`src/rtl/wpc_pkg.sv`:
```
package wpc_pkg;

   typedef enum logic [1:0] {
      TRAP_NONE    = 2'd0,
      TRAP_WOVF    = 2'd1,
      TRAP_WUNF    = 2'd2,
      TRAP_ILLEGAL = 2'd3
   } trap_e;

   localparam int CMD_COUNT = 5;
   localparam int CMD_SAVE  = 0;
   localparam int CMD_REST  = 1;
   localparam int CMD_RETT  = 2;
   localparam int CMD_WRSR  = 3;
   localparam int CMD_WRWIM = 4;

   localparam int PTR_W    = 5;
   localparam int WIN_REGS = 16;

   typedef struct packed {
      logic [3:0] icc;
      logic       ef;
      logic [3:0] pil;
      logic       s;
      logic       ps;
      logic       et;
   } flags_t;

endpackage

```
`src/rtl/wpc_cmd_arb.sv`:
```
module wpc_cmd_arb #(
   parameter int N = 5
) (
   input  logic [N-1:0] req,
   output logic [N-1:0] grant
);
   for (genvar i = 0; i < N; i++) begin : g_slot
      if (i == 0) begin : g_top
         assign grant[i] = req[i];
      end else begin : g_lower
         assign grant[i] = req[i] & ~(|req[i-1:0]);
      end
   end
endmodule

```
`src/rtl/wpc_ptr_step.sv`:
```
module wpc_ptr_step #(
   parameter int NWIN = 8,
   parameter int W    = 5
) (
   input  logic [W-1:0] cur,
   output logic [W-1:0] up,
   output logic [W-1:0] down
);
   localparam logic [W-1:0] LAST = W'(NWIN - 1);
   localparam bit POW2 = ((NWIN & (NWIN - 1)) == 0);

   if (POW2) begin : g_pow2
      always_comb begin
         up   = (cur + 1'b1) & LAST;
         down = (cur - 1'b1) & LAST;
      end
   end else begin : g_cmp
      always_comb begin
         up   = (cur == LAST) ? '0 : cur + 1'b1;
         down = (cur == '0) ? LAST : cur - 1'b1;
      end
   end
endmodule

```
`src/rtl/wpc_psr_fmt.sv`:
```
module wpc_psr_fmt
   import wpc_pkg::*;
#(
   parameter logic [7:0] VERSION = 8'h10
) (
   input  logic [PTR_W-1:0] cur_ptr,
   input  flags_t           cur_flags,
   output logic [31:0]      word_out,
   input  logic [31:0]      word_in,
   output logic [PTR_W-1:0] in_ptr,
   output flags_t           in_flags
);
   assign word_out = {VERSION, cur_flags.icc, 7'b0, cur_flags.ef, cur_flags.pil,
                      cur_flags.s, cur_flags.ps, cur_flags.et, cur_ptr};

   assign in_ptr       = word_in[4:0];
   assign in_flags.et  = word_in[5];
   assign in_flags.ps  = word_in[6];
   assign in_flags.s   = word_in[7];
   assign in_flags.pil = word_in[11:8];
   assign in_flags.ef  = word_in[12];
   assign in_flags.icc = word_in[23:20];

   logic unused_fields;
   assign unused_fields = ^{word_in[31:24], word_in[19:13]};
endmodule

```
`src/rtl/regwin_ctrl.sv`:
```
module regwin_ctrl
   import wpc_pkg::*;
#(
   parameter int         NWIN    = 8,
   parameter logic [7:0] VERSION = 8'h10
) (
   input  logic            clk,
   input  logic            rst_n,
   input  logic            save_req,
   input  logic            restore_req,
   input  logic            rett_req,
   input  logic            wrsr_req,
   input  logic            wrwim_req,
   input  logic [31:0]     wr_data,
   output logic [4:0]      cwp,
   output logic [NWIN-1:0] wim,
   output logic [31:0]     status_word,
   output logic [8:0]      reg_base,
   output logic            trap_pulse,
   output logic [1:0]      trap_code
);
   localparam int BASE_SH = $clog2(WIN_REGS);
   localparam logic [PTR_W:0] NWIN_X = (PTR_W + 1)'(NWIN);

   if (NWIN < 2 || NWIN > 32) begin : g_bad_nwin
      $error("regwin_ctrl: NWIN must lie in 2..32");
   end
   if (PTR_W + BASE_SH != 9) begin : g_bad_base
      $error("regwin_ctrl: base offset width mismatch");
   end

   logic [PTR_W-1:0]     cwp_q, cwp_n;
   logic [NWIN-1:0]      wim_q, wim_n;
   flags_t               flg_q, flg_n;
   logic                 trap_q, trap_n;
   trap_e                code_q, code_n;
   logic [CMD_COUNT-1:0] req, grant;
   logic [PTR_W-1:0]     ptr_up, ptr_down, wr_ptr;
   flags_t               wr_flags;
   logic [31:0]          wim_ext;

   assign req = {wrwim_req, wrsr_req, rett_req, restore_req, save_req};

   wpc_cmd_arb #(.N(CMD_COUNT)) u_arb (
      .req   (req),
      .grant (grant)
   );

   wpc_ptr_step #(.NWIN(NWIN), .W(PTR_W)) u_step (
      .cur  (cwp_q),
      .up   (ptr_up),
      .down (ptr_down)
   );

   wpc_psr_fmt #(.VERSION(VERSION)) u_fmt (
      .cur_ptr   (cwp_q),
      .cur_flags (flg_q),
      .word_out  (status_word),
      .word_in   (wr_data),
      .in_ptr    (wr_ptr),
      .in_flags  (wr_flags)
   );

   assign wim_ext = 32'(wim_q);

   always_comb begin
      cwp_n  = cwp_q;
      wim_n  = wim_q;
      flg_n  = flg_q;
      trap_n = 1'b0;
      code_n = TRAP_NONE;
      if (grant[CMD_SAVE]) begin
         if (wim_ext[ptr_down]) begin
            trap_n = 1'b1;
            code_n = TRAP_WOVF;
         end else begin
            cwp_n = ptr_down;
         end
      end else if (grant[CMD_REST]) begin
         if (wim_ext[ptr_up]) begin
            trap_n = 1'b1;
            code_n = TRAP_WUNF;
         end else begin
            cwp_n = ptr_up;
         end
      end else if (grant[CMD_RETT]) begin
         if (flg_q.et) begin
            trap_n = 1'b1;
            code_n = TRAP_ILLEGAL;
         end else if (wim_ext[ptr_up]) begin
            trap_n = 1'b1;
            code_n = TRAP_WUNF;
         end else begin
            cwp_n    = ptr_up;
            flg_n.et = 1'b1;
            flg_n.s  = flg_q.ps;
         end
      end else if (grant[CMD_WRSR]) begin
         if ({1'b0, wr_ptr} >= NWIN_X) begin
            trap_n = 1'b1;
            code_n = TRAP_ILLEGAL;
         end else begin
            cwp_n = wr_ptr;
            flg_n = wr_flags;
         end
      end else if (grant[CMD_WRWIM]) begin
         wim_n = wr_data[NWIN-1:0];
      end
   end

   always_ff @(posedge clk or negedge rst_n) begin
      if (!rst_n) begin
         cwp_q  <= '0;
         wim_q  <= '0;
         flg_q  <= '{icc: 4'h0, ef: 1'b0, pil: 4'h0, s: 1'b1, ps: 1'b0, et: 1'b0};
         trap_q <= 1'b0;
         code_q <= TRAP_NONE;
      end else begin
         cwp_q  <= cwp_n;
         wim_q  <= wim_n;
         flg_q  <= flg_n;
         trap_q <= trap_n;
         code_q <= code_n;
      end
   end

   assign cwp        = cwp_q;
   assign wim        = wim_q;
   assign reg_base   = {cwp_q, BASE_SH'(0)};
   assign trap_pulse = trap_q;
   assign trap_code  = code_q;

   // Pointer stays inside the ring
   p_ptr_range_r2: assert property (@(posedge clk) disable iff (!rst_n)
      {1'b0, cwp_q} < NWIN_X);

   p_save_step_r2: assert property (@(posedge clk) disable iff (!rst_n)
      ($past(grant[CMD_SAVE]) && !trap_q) |->
      (int'(cwp_q) == (($past(cwp_q) == 0) ? NWIN - 1 : int'($past(cwp_q)) - 1)));

   p_rest_step_r3: assert property (@(posedge clk) disable iff (!rst_n)
      ($past(grant[CMD_REST]) && !trap_q) |->
      (int'(cwp_q) == ((int'($past(cwp_q)) == NWIN - 1) ? 0 : int'($past(cwp_q)) + 1)));

   p_ovf_hold_r4: assert property (@(posedge clk) disable iff (!rst_n)
      (trap_q && code_q == TRAP_WOVF) |-> (cwp_q == $past(cwp_q) && $past(grant[CMD_SAVE])));

   p_unf_hold_r5: assert property (@(posedge clk) disable iff (!rst_n)
      (trap_q && code_q == TRAP_WUNF) |-> (cwp_q == $past(cwp_q) && flg_q == $past(flg_q)));

   p_ill_hold_r8: assert property (@(posedge clk) disable iff (!rst_n)
      (trap_q && code_q == TRAP_ILLEGAL) |-> ($stable(status_word) && $stable(wim_q)));

   p_rett_flags_r7: assert property (@(posedge clk) disable iff (!rst_n)
      ($past(grant[CMD_RETT]) && !trap_q) |-> (flg_q.et && flg_q.s == $past(flg_q.ps)));

   p_one_grant_r11: assert property (@(posedge clk) disable iff (!rst_n)
      $onehot0(grant));

   p_quiet_code_r13: assert property (@(posedge clk) disable iff (!rst_n)
      !trap_q |-> (code_q == TRAP_NONE));
endmodule

```
`config.mk`:
```
export PLATFORM = sky130hd
export DESIGN_NAME = regwin_ctrl
export DESIGN_NICKNAME = d
export VERILOG_FILES = /design/src/rtl/wpc_pkg.sv /design/src/rtl/wpc_cmd_arb.sv /design/src/rtl/wpc_ptr_step.sv /design/src/rtl/wpc_psr_fmt.sv /design/src/rtl/regwin_ctrl.sv
export SDC_FILE = /design/constraint.sdc
export NUM_CORES = 1
export LEC_CHECK = 0
export BUFFER_PORTS_ARGS = -buffer_cell sky130_fd_sc_hd__buf_4
export CAP_MARGIN = 20
export CORE_ASPECT_RATIO = 1.4
export CORE_UTILIZATION = 47
export CTS_CLUSTER_DIAMETER = 120
export CTS_CLUSTER_SIZE = 20
export DETAILED_ROUTE_END_ITERATION = 12
export PLACE_DENSITY = 0.77
export SETUP_SLACK_MARGIN = 0.3
export SLEW_MARGIN = 10
export SYNTH_ARGS = -nofsm -noshare
export SYNTH_HDL_FRONTEND = slang
export SYNTH_HIERARCHICAL = 1
export SYNTH_SLANG_ARGS = --single-unit
export TNS_END_PERCENT = 50
```
`constraint.sdc`:
```
create_clock -name clk -period 2.7 [get_ports clk]
set_clock_uncertainty 0.1 [all_clocks]
set_input_delay 0.27 -clock clk [delete_from_list [all_inputs] [get_ports clk]]
set_output_delay 0.27 -clock clk [all_outputs]
set_load 0.05 [all_outputs]
```
==> results.py, run 1 <==
metrics = {
    "worst_setup_path": {
        "start_kind": "flop",
        "critical_path_capture_point_type": "flop",
        "timing_worst_setup_path_type": "reg2reg",
        "crit-reg2reg-launch": "cwp[0]",
        "crit_arrival_ns": 2.35,
        "critical_path.max_fanout": 6,
        "critPathLaunch": "cwp[0]",
        "required_ns": 2.76,
    },
    "timing": {
        "timing.final.max_slew_violations": 0,
        "worst_pin_slew_ns": 0.6808,
        "timing.slew.headroom_pct": 54.44,
        "final.hold.worst_slack_ns": 0.1227,
        "fmax_mhz": 435.7,
        "hold_viol_final": 0,
        "report.final.setup_viol": 0,
        "unrepaired_setup_endpoints_after_global_routing": "false",
        "timing.final.crit_period_ns": 2.295,
        "tns_ns": 0,
        "timing.final.crit_share_pct": 85.00,
    },
    "floorplan": {
        "fp-row-count": 28,
        "start_util_pct": 49.59,
        "ios": 96,
        "die_x_microns": 58.76,
        "coreArea_sq_um": 4274,
        "die_height_microns": 81.46,
        "die_ar_sq_um": 4786,
    },
    "placement": {
        "routabilityCongestion": 0.8129,
        "port_buffers": 61,
        "placedCellCount": 286,
        "dpl-instance-area_sq_um": 2265,
        "detail_placement_hpwl_mm": 2.992,
    },
    "synth": {
        "synth_top_area_share_pct": 31.88,
        "synth_cells": 212,
        "synthFlopType": "sky130_fd_sc_hd__dfrtp_1",
        "synth_area_leader_cell": "sky130_fd_sc_hd__dfrtp_1",
        "syn_area_per_cell_sq_um": 9.998,
        "postSynthRegisterBits": 28,
        "async_reset_ff_share_pct": 100.0,
        "yosys_warn_count": 6,
        "synth-edff-count": 0,
        "ys_top_cells_by_area": "sky130_fd_sc_hd__dfrtp_1, sky130_fd_sc_hd__buf_4, sky130_fd_sc_hd__mux2_2",
        "synth_cell_types": 46,
        "synth.cell_area_sq_um": 2120,
        "yosysSeqAreaShare_pct": 33.12,
    },
    "finish": {
        "layout_commonest_cell": "sky130_fd_sc_hd__buf_4",
        "final_design_area_no_fill_sq_um": 2396,
        "layout_common_cells": "sky130_fd_sc_hd__buf_4, sky130_fd_sc_hd__dfrtp_1, sky130_fd_sc_hd__conb_1, sky130_fd_sc_hd__mux2_2, sky130_fd_sc_hd__nor2_1",
        "design.final.nets": 282,
        "n_antenna_cell": 0,
        "post_layout_nonfiller_instances": 300,
        "filler_cell_count": 392,
        "layout-area-overhead-vs-synth_pct": 13.05,
        "layout-drive-gt1-share_pct": 47.50,
    },
    "min_path": {
        "worst_hold_path_type": "in2reg",
        "holdCritStartpoint": "wr_data[23]",
    },
    "cts": {
        "clock_insertion_delay_worst_skew_ns": 0.27,
        "tritoncts_clock_tree": "done",
        "tritoncts_num_sinks": 28,
        "clk_pin_slew_worst_paths_ns": 0.10,
        "clock_tree.buffer_depth": 2,
        "cts_inserted_buffers": 3,
        "clockRootBuffer": "sky130_fd_sc_hd__clkbuf_8",
        "htree_depth": 1,
    },
    "routing": {
        "drt-wirelength-per-cell_microns": 12.96,
        "totalWireLength_mm": 3.888,
        "vias_after_detailed_routing": 1476,
        "initialDrtViolationCount": 29,
        "routed_via_density": 4.920,
        "final_antenna_net_count": 0,
        "drt_drc_violations_left": 0,
        "dr.pass1.iters": 6,
    },
    "global_route": {
        "grt_start_max_net_pins": 29,
        "grt_total_ovfl": 0,
        "antenna_found_initial": 0,
        "number_of_global_route_vias_before_repair": 1336,
        "grt.total_usage_pct": 16.05,
        "grt_pass1_wl_mm": 5.940,
    },
    "job": {
        "cap_viol_max_count": 0,
    },
    "outcome": {
        "outcome": "finished, final reports clean",
    },
    "pwr": {
        "lkg_pwr_nw": 1.195,
        "peakVddDrop_mv": 0.6566,
        "pwr_density_cell_nw_per_um2": 941.4,
        "p_total_mw": 2.256,
    },
}
==> path summary, 6_finish.rpt <==
path | endpoint | cells after the start | slack, ns
hold / removal | flg_q[11] | 2 | 0.12
setup / recovery | cwp[3] | 8 | 0.40
hold reg to reg | flg_q[8] | 1 | 0.41
max in group asynchronous | flg_q[2] | 2 | 1.83
setup reg to reg | cwp[3] | 8 | 0.40
min in group asynchronous | flg_q[11] | 2 | 0.36
==> what timing repair did <==
| action | CTS | global route |
|---|---|---|
| setup buffers | 0 | 9 |
| endpoints found under the setup margin | 1 | 2 |
| hold buffers | 1 | 0 |
| resized for setup | 2 | 1 |
| pin swaps | 0 | 1 |
| hold endpoints to repair | 27 | 0 |
==> metrics by stage <==
stage	utilization [%]	setup slack (ns)
after floorplan	-	0.3022
after global placement	52.99	0.3212
after CTS	54.48	0.3053
after detailed placement	52.99	0.2812
final	56.06	0.4049
after global routing	56.06	0.3199
==> registers in the layout, summed over array words and instances (netlist names) <==
register,cells
trap_code,2
trap_pulse,1
cwp,5
flg_q,12
wim,8
==> cells in the mapped netlist, drive strengths merged (2+ instances only) <==
| library cell | count |
|---|---|
| buf | 64 |
| dfrtp | 27 |
| mux2 | 21 |
| nor2 | 11 |
| a21oi | 8 |
| nand2 | 8 |
| inv | 7 |
| o21ai | 7 |
| a2bb2oi | 5 |
| clkbuf | 4 |
| conb | 4 |
| a31oi | 3 |
| and3 | 3 |
| mux2i | 3 |
| nor2b | 3 |
| nor3b | 3 |
| or2 | 3 |
| ha | 2 |
| mux4 | 2 |
| nand2b | 2 |
| nor4 | 2 |
| nor4b | 2 |
| o21bai | 2 |
| or4 | 2 |
| xor2 | 2 |
==> routing by layer <==
metal  GRT usage, %  up-vias  part of all wire (%)
met5              0        -                     0
met4          2.857        0                  0.46
met3          2.362        2                   5.7
met2          30.11       68                    53
met1          19.27      705                    40
li1               -      701                     -
==> kinds of logic after synthesis <==
group | Yosys count | synth area share [%]
AO/OA/AOI/OAI | 33 | 12.10
other | 4 | 0.7082
AND/OR/NAND/NOR | 42 | 12.75
flip-flops | 28 | 33.12
multiplexers | 26 | 14.70
buffers and inverters | 75 | 24.62
adder cells (fa/ha/maj) | 2 | 1.180
XOR/XNOR | 2 | 0.8266
==> final cells by class <==
type | count | area, sq um | share of cell area [%]
tap | 60 | 75.07 | 3.133
inverter | 7 | 31.28 | 1.305
multi-input combinational | 128 | 989.7 | 41.31
timing repair buffer | 73 | 550.5 | 22.98
sequential | 28 | 704.4 | 29.40
clock buffer | 4 | 45.04 | 1.880
==> report_power, final <==
part           switching [mW]  internal [mW]  total [mW]
clock network           0.125          0.106       0.231
registers              0.0797          0.496       0.575
logic                   0.910          0.539        1.45
==> worst max-delay path, stage by stage (launching register included) <==
cell	delay, ns
sky130_fd_sc_hd__dfrtp_2	0.41
sky130_fd_sc_hd__clkinv_4	0.09
sky130_fd_sc_hd__ha_4	0.31
sky130_fd_sc_hd__inv_2	0.07
sky130_fd_sc_hd__mux2_4	0.31
sky130_fd_sc_hd__nor3b_4	0.23
sky130_fd_sc_hd__o41ai_4	0.12
sky130_fd_sc_hd__o21bai_4	0.21
sky130_fd_sc_hd__a221o_1	0.33
Note: power is estimated with default switching activity, not from simulation.
==> inputs of run 2 (changes only) <==
- ABC_AREA: default -> 1
- CORE_UTILIZATION: 47 -> 51
- PLACE_DENSITY: 0.77 -> 0.83
- REMOVE_ABC_BUFFERS: default -> 1
- clock period: 2.7 -> 2.85 ns (I/O delays scaled with it)
==> results.py, run 2 <==
metrics = {
    "global_route": {
        "grt_total_ovfl": 0,
        "antenna_found_initial": 0,
        "grt_start_max_net_pins": 29,
        "grt_pass1_wl_mm": 6.582,
        "number_of_global_route_vias_before_repair": 1616,
        "grt.total_usage_pct": 18.52,
    },
    "worst_setup_path": {
        "required_ns": 2.92,
        "critical_path_capture_point_type": "flop",
        "critPathLaunch": "cwp[0]",
        "regToRegSetupSlack_ns": 0.55,
        "crit_top_cell": "sky130_fd_sc_hd__nand2_1",
        "timing_worst_setup_path_type": "reg2reg",
        "reg2regPathDepth": 10,
        "critical_path.n_buffers_inverters": 2,
        "critPathSlowestCell": "sky130_fd_sc_hd__dfrtp_1",
        "crit_arrival_ns": 2.37,
        "critical_path.max_fanout": 12,
        "start_kind": "flop",
        "regToRegEndpoint": "cwp[1]",
        "worst_setup_path_endpoint": "cwp[1]",
        "path_cells": "inv_1 > ha_1 > inv_1 > nand3_1 > nand3b_1 > nand4_1 > nand2_1 > nand2_1 > nand2_1 > nand2_1",
        "critPathMaxStageDelay_ns": 0.45,
        "crit-reg2reg-launch": "cwp[0]",
        "path_depth": 10,
        "cpLargestDelayFamily": "simple AND/OR/NAND/NOR gates",
    },
    "timing": {
        "worst_pin_slew_ns": 0.5644,
        "unrepaired_setup_endpoints_after_global_routing": "false",
        "finalWorstSetupSlack_ns": 0.5493,
        "hold_viol_final": 0,
        "timing.final.crit_share_pct": 80.73,
        "timing.final.max_slew_violations": 0,
        "timing.slew.headroom_pct": 62.26,
        "fmax_mhz": 434.7,
        "timing.final.crit_period_ns": 2.301,
        "report.final.setup_viol": 0,
    },
    "synth": {
        "async_reset_ff_share_pct": 100.0,
        "synthFlopType": "sky130_fd_sc_hd__dfrtp_1",
        "yosys_warn_count": 6,
        "synth_area_leader_cell": "sky130_fd_sc_hd__dfrtp_1",
        "syn_area_per_cell_sq_um": 7.507,
        "yosysSeqAreaShare_pct": 33.27,
        "postSynthRegisterBits": 28,
        "synth_cells": 281,
        "synth_top_cells_by_count": "sky130_fd_sc_hd__nand2_1, sky130_fd_sc_hd__buf_4, sky130_fd_sc_hd__dfrtp_1",
        "ys_top_cells_by_area": "sky130_fd_sc_hd__dfrtp_1, sky130_fd_sc_hd__buf_4, sky130_fd_sc_hd__nand2_1",
        "synth-edff-count": 0,
        "synth_top_area_share_pct": 32.03,
        "synth_cell_types": 25,
        "synthMostInstantiatedCell": "sky130_fd_sc_hd__nand2_1",
        "synth.cell_area_sq_um": 2110,
    },
    "placement": {
        "port_buffers": 61,
        "routabilityCongestion": 0.8501,
        "dp_slack_ns": 0.6071,
        "detail_placement_hpwl_mm": 3.140,
    },
    "floorplan": {
        "coreArea_sq_um": 3953,
        "start_util_pct": 53.37,
        "ios": 96,
        "fp-row-count": 27,
        "die_x_microns": 56.36,
        "die_ar_sq_um": 4401,
        "die_height_microns": 78.10,
    },
    "cts": {
        "post_cts_resize_count": 0,
        "tritoncts_clock_tree": "done",
        "cts_inserted_buffers": 3,
        "htree_depth": 1,
        "clockRootBuffer": "sky130_fd_sc_hd__clkbuf_8",
        "clk_pin_slew_worst_paths_ns": 0.10,
        "clock_insertion_delay_worst_skew_ns": 0.27,
        "tritoncts_num_sinks": 28,
        "clock_tree.buffer_depth": 2,
    },
    "pwr": {
        "pwr_density_cell_nw_per_um2": 882.0,
        "lkg_pwr_nw": 1.295,
        "peakVddDrop_mv": 0.5580,
        "p_total_mw": 1.993,
    },
    "routing": {
        "drt-wirelength-per-cell_microns": 11.29,
        "totalWireLength_mm": 3.871,
        "vias_after_detailed_routing": 1683,
        "drt_drc_violations_left": 0,
        "final_antenna_net_count": 0,
        "initialDrtViolationCount": 41,
        "dr.pass1.iters": 4,
        "routed_via_density": 4.907,
    },
    "finish": {
        "n_antenna_cell": 0,
        "filler_cell_count": 379,
        "layout_common_cells": "sky130_fd_sc_hd__nand2_1, sky130_fd_sc_hd__buf_4, sky130_fd_sc_hd__dfrtp_1, sky130_fd_sc_hd__inv_1, sky130_fd_sc_hd__conb_1",
        "layout_commonest_cell": "sky130_fd_sc_hd__nand2_1",
        "postLayoutCoreUtil_pct": 57.17,
        "largest-register": "flg_q",
        "number_of_flip_flops_in_the_largest_register": 12,
        "layout-drive-gt1-share_pct": 28.33,
        "layout-area-overhead-vs-synth_pct": 7.118,
        "multiInputGateArea_sq_um": 882.1,
        "design.final.nets": 342,
        "area.sequential_sq_um": 701.9,
    },
    "job": {
        "cap_viol_max_count": 0,
    },
    "outcome": {
        "outcome": "finished, final reports clean",
    },
    "min_path": {
        "worst_hold_path_type": "in2reg",
    },
}
run 2: cell count changes in the layout (fill, tap and decap cells not counted), moves of 10 or more:
cell,before,now
sky130_fd_sc_hd__buf_4,72,62
sky130_fd_sc_hd__inv_1,4,25
sky130_fd_sc_hd__nand2_1,8,75
sky130_fd_sc_hd__nand3_1,0,12
sky130_fd_sc_hd__nor2_1,10,21
run 2: what timing repair did:
action                    CTS  global route
buffers inserted            0             0
hold buffers                1             0
hold endpoints to repair   27             0
run 2: logic make-up (layout without fill, tap and decap cells):
group	after synthesis	in the layout	synth area share [%]
muxes	14	14	7.473
buffers and inverters	94	94	28.29
and+or+nand+nor	120	120	23.84
adders and majority gates	2	2	1.186
DFF	28	28	33.27
other	4	23	0.7115
AOI/OAI and AO/OA	19	19	5.220
run 2: stage by stage:
step | area [sq um] | std cells | setup TNS, ns | hold WS, ns
final | 2260 | 343 | 0 | 0.1416
after global routing | 2260 | 343 | 0 | 0.1380
after CTS | 2260 | 343 | 0 | 0.1396
after detailed placement | 2205 | 338 | 0 | 0.1206
after global placement | 2205 | 338 | 0 | 0.1241
after floorplan | 1685 | 233 | -1.420 | -0.1106
run 2: worst min-delay path by stage:
stage / end / depth (start not counted) / slack, ns / from
final: flg_q[10] / 2 / 0.14 / wr_data[22]
after global routing: flg_q[7] / 2 / 0.14 / wr_data[12]
after CTS: flg_q[10] / 2 / 0.14 / wr_data[22]
after detailed placement: flg_q[6] / 1 / 0.12 / rst_n
after floorplan: cwp[0] / 0 / -0.11 / rst_n
after global placement: wim[5] / 1 / 0.12 / rst_n
run 2: final cells by class:
type | instances | area share (%)
clock buffers | 4 | 1.993
inverters | 27 | 4.485
multi-input cells | 178 | 39.04
flip-flops and latches | 28 | 31.06
well taps | 43 | 2.381
repair buffers | 63 | 21.04
run 2: layer usage:
metal	track usage [%]	routed length (microns)
met1	19.49	1457
met2	35.48	2134
met3	2.965	192
met4	8.049	87
met5	0	0
run 2: where the power goes:
| part | total [mW] | switching, mW | internal [mW] |
|---|---|---|---|
| Combinational | 1.23 | 0.887 | 0.346 |
| Sequential | 0.541 | 0.0713 | 0.470 |
| Clock | 0.219 | 0.119 | 0.100 |
| Total | 1.99 | 1.08 | 0.916 |
==> inputs of run 3 (changes only) <==
- ABC_AREA: 1 -> 0
- CORE_UTILIZATION: 51 -> 47
- PLACE_DENSITY: 0.83 -> 0.77
- clock period: 2.85 -> 2.25 ns (I/O delays scaled with it)
==> results.py, run 3 (synthesized netlist as in run 1, its figures left out) <==
metrics = {
    "outcome": {
        "outcome": "finished, final reports clean",
    },
    "finish": {
        "largest-register": "flg_q",
        "number_of_flip_flops_in_the_largest_register": 12,
        "layout_commonest_cell": "sky130_fd_sc_hd__buf_4",
        "layout-area-overhead-vs-synth_pct": 20.01,
        "design.final.nets": 283,
        "filler_cell_count": 374,
        "layout-drive-gt1-share_pct": 53.11,
        "layout_common_cells": "sky130_fd_sc_hd__buf_4, sky130_fd_sc_hd__dfrtp_1, sky130_fd_sc_hd__conb_1, sky130_fd_sc_hd__mux2_2, sky130_fd_sc_hd__nor2_1",
        "postLayoutCoreUtil_pct": 59.51,
        "n_antenna_cell": 0,
    },
    "global_route": {
        "number_of_global_route_vias_before_repair": 1504,
        "grt_start_max_net_pins": 29,
        "grt.total_usage_pct": 18.89,
        "use_met2_pct": 35.00,
        "global_route.peak_usage_layer": "met2",
        "grt_total_ovfl": 0,
        "antenna_found_initial": 0,
        "grt_pass1_wl_mm": 6.803,
        "grt.met1_usage_pct": 20.34,
        "grt_use_met3_pct": 2.835,
    },
    "timing": {
        "fmax_mhz": 459.0,
        "timing.final.max_slew_violations": 0,
        "timing.final.crit_period_ns": 2.179,
        "report.final.setup_viol": 0,
        "timing.slew.headroom_pct": 56.13,
        "hold_viol_final": 0,
        "unrepaired_setup_endpoints_after_global_routing": "true",
        "tns_ns": 0,
        "worst_pin_slew_ns": 0.6557,
        "timing.final.crit_share_pct": 96.83,
    },
    "cts": {
        "tritoncts_num_sinks": 28,
        "cts_inserted_buffers": 3,
        "clock_insertion_delay_worst_skew_ns": 0.28,
        "clock_tree.buffer_depth": 2,
        "htree_depth": 1,
        "tritoncts_clock_tree": "done",
        "clk_pin_slew_worst_paths_ns": 0.10,
        "clockRootBuffer": "sky130_fd_sc_hd__clkbuf_8",
    },
    "placement": {
        "port_buffers": 61,
        "detail_placement_hpwl_mm": 3.104,
        "routabilityCongestion": 0.8682,
    },
    "worst_setup_path": {
        "start_kind": "flop",
        "regToRegEndpoint": "flg_q[2]",
        "required_ns": 2.37,
        "regToRegSetupSlack_ns": 0.07,
        "critical_path_capture_point_type": "flop",
        "crit_arrival_ns": 2.30,
        "timing_worst_setup_path_type": "reg2reg",
        "reg2regPathDepth": 8,
        "critPathSlowestCell": "sky130_fd_sc_hd__dfrtp_1",
        "path_cells": "buf_4 > ha_2 > xor2_2 > nand2_1 > a2bb2oi_4 > a31oi_2 > o21ba_1 > mux2_4",
        "crit-reg2reg-launch": "cwp[0]",
        "critPathLaunch": "cwp[0]",
        "critPathMaxStageDelay_ns": 0.40,
        "critical_path.max_fanout": 6,
    },
    "routing": {
        "initialDrtViolationCount": 26,
        "drt_drc_violations_left": 0,
        "drt-wirelength-per-cell_microns": 14.04,
        "vias_after_detailed_routing": 1485,
        "totalWireLength_mm": 4.227,
        "dr.pass1.iters": 4,
        "final_antenna_net_count": 0,
        "routed_via_density": 4.934,
    },
    "floorplan": {
        "start_util_pct": 49.59,
        "die_height_microns": 81.46,
        "die_ar_sq_um": 4786,
        "coreArea_sq_um": 4274,
        "die_x_microns": 58.76,
        "fp-row-count": 28,
        "ios": 96,
    },
    "min_path": {
        "hold-path-cell-count": 2,
        "holdCritStartpoint": "wr_data[8]",
        "holdPathEnd": "flg_q[3]",
        "worst_hold_path_type": "in2reg",
    },
    "pwr": {
        "pwr_density_cell_nw_per_um2": 1221,
        "p_total_mw": 3.105,
        "peakVddDrop_mv": 0.5680,
        "lkg_pwr_nw": 1.237,
    },
    "job": {
        "cap_viol_max_count": 0,
    },
}
run 3: stage by stage:
step	hold WS [ns]	cell area, sq um	instances	setup WS (ns)
final	0.06855	2544	301	0.07130
after global routing	0.05496	2544	301	-0.02098
after CTS	0.06778	2470	301	0.05510
after detailed placement	0.07336	2303	294	-0.05441
after global placement	0.06633	2303	294	-0.001618
after floorplan	-0.1706	1695	163	-1.465
run 3: critical path: cells and delay by family (launching register included):
kind | cells | cell delay (ns)
multiplexers | 1 | 0.30
buffers and inverters | 1 | 0.16
adder cells (fa/ha/maj) | 1 | 0.20
AND/OR/NAND/NOR | 1 | 0.14
flip-flops | 1 | 0.40
AO/OA/AOI/OAI | 3 | 0.58
XOR/XNOR | 1 | 0.25
run 3: area by class of cell:
cell class,count,area [sq um],area share (%)
Tap cell,60,75.07,2.951
Inverter,7,28.78,1.131
Timing Repair Buffer,74,573.1,22.53
Clock inverter,1,30.03,1.181
Sequential cell,28,701.9,27.59
Clock buffer,3,41.29,1.623
Multi-Input combinational cell,128,1094,42.99
run 3: report_power, final:
part           leakage (nW)  internal [mW]  switching (mW)
combinational         0.838          0.804            1.21
clock                0.0357          0.238           0.168
sequential            0.363          0.591          0.0925
run 3: layer usage:
layer | up-vias | share of wire (%)
met5 | - | 0
met3 | 9 | 5.1
met2 | 66 | 55
met4 | 0 | 2.3
met1 | 711 | 38
li1 | 699 | -
run 3: repair_timing:
item,4_1_cts,5_1_grt
pin swaps,6,13
hold buffers,1,0
hold endpoints to repair,27,0
setup endpoints to repair,10,10
buffers inserted,2,0
resized for setup,17,14
run 3: worst max path at each step:
stage	cells after the start	slack, ns	endpoint
final	8	0.07	flg_q[2]
after global routing	8	-0.02	flg_q[2]
after CTS	8	0.06	flg_q[2]
after detailed placement	8	-0.05	cwp[3]
after global placement	8	-0.002	cwp[3]
after floorplan	8	-1.47	cwp[3]
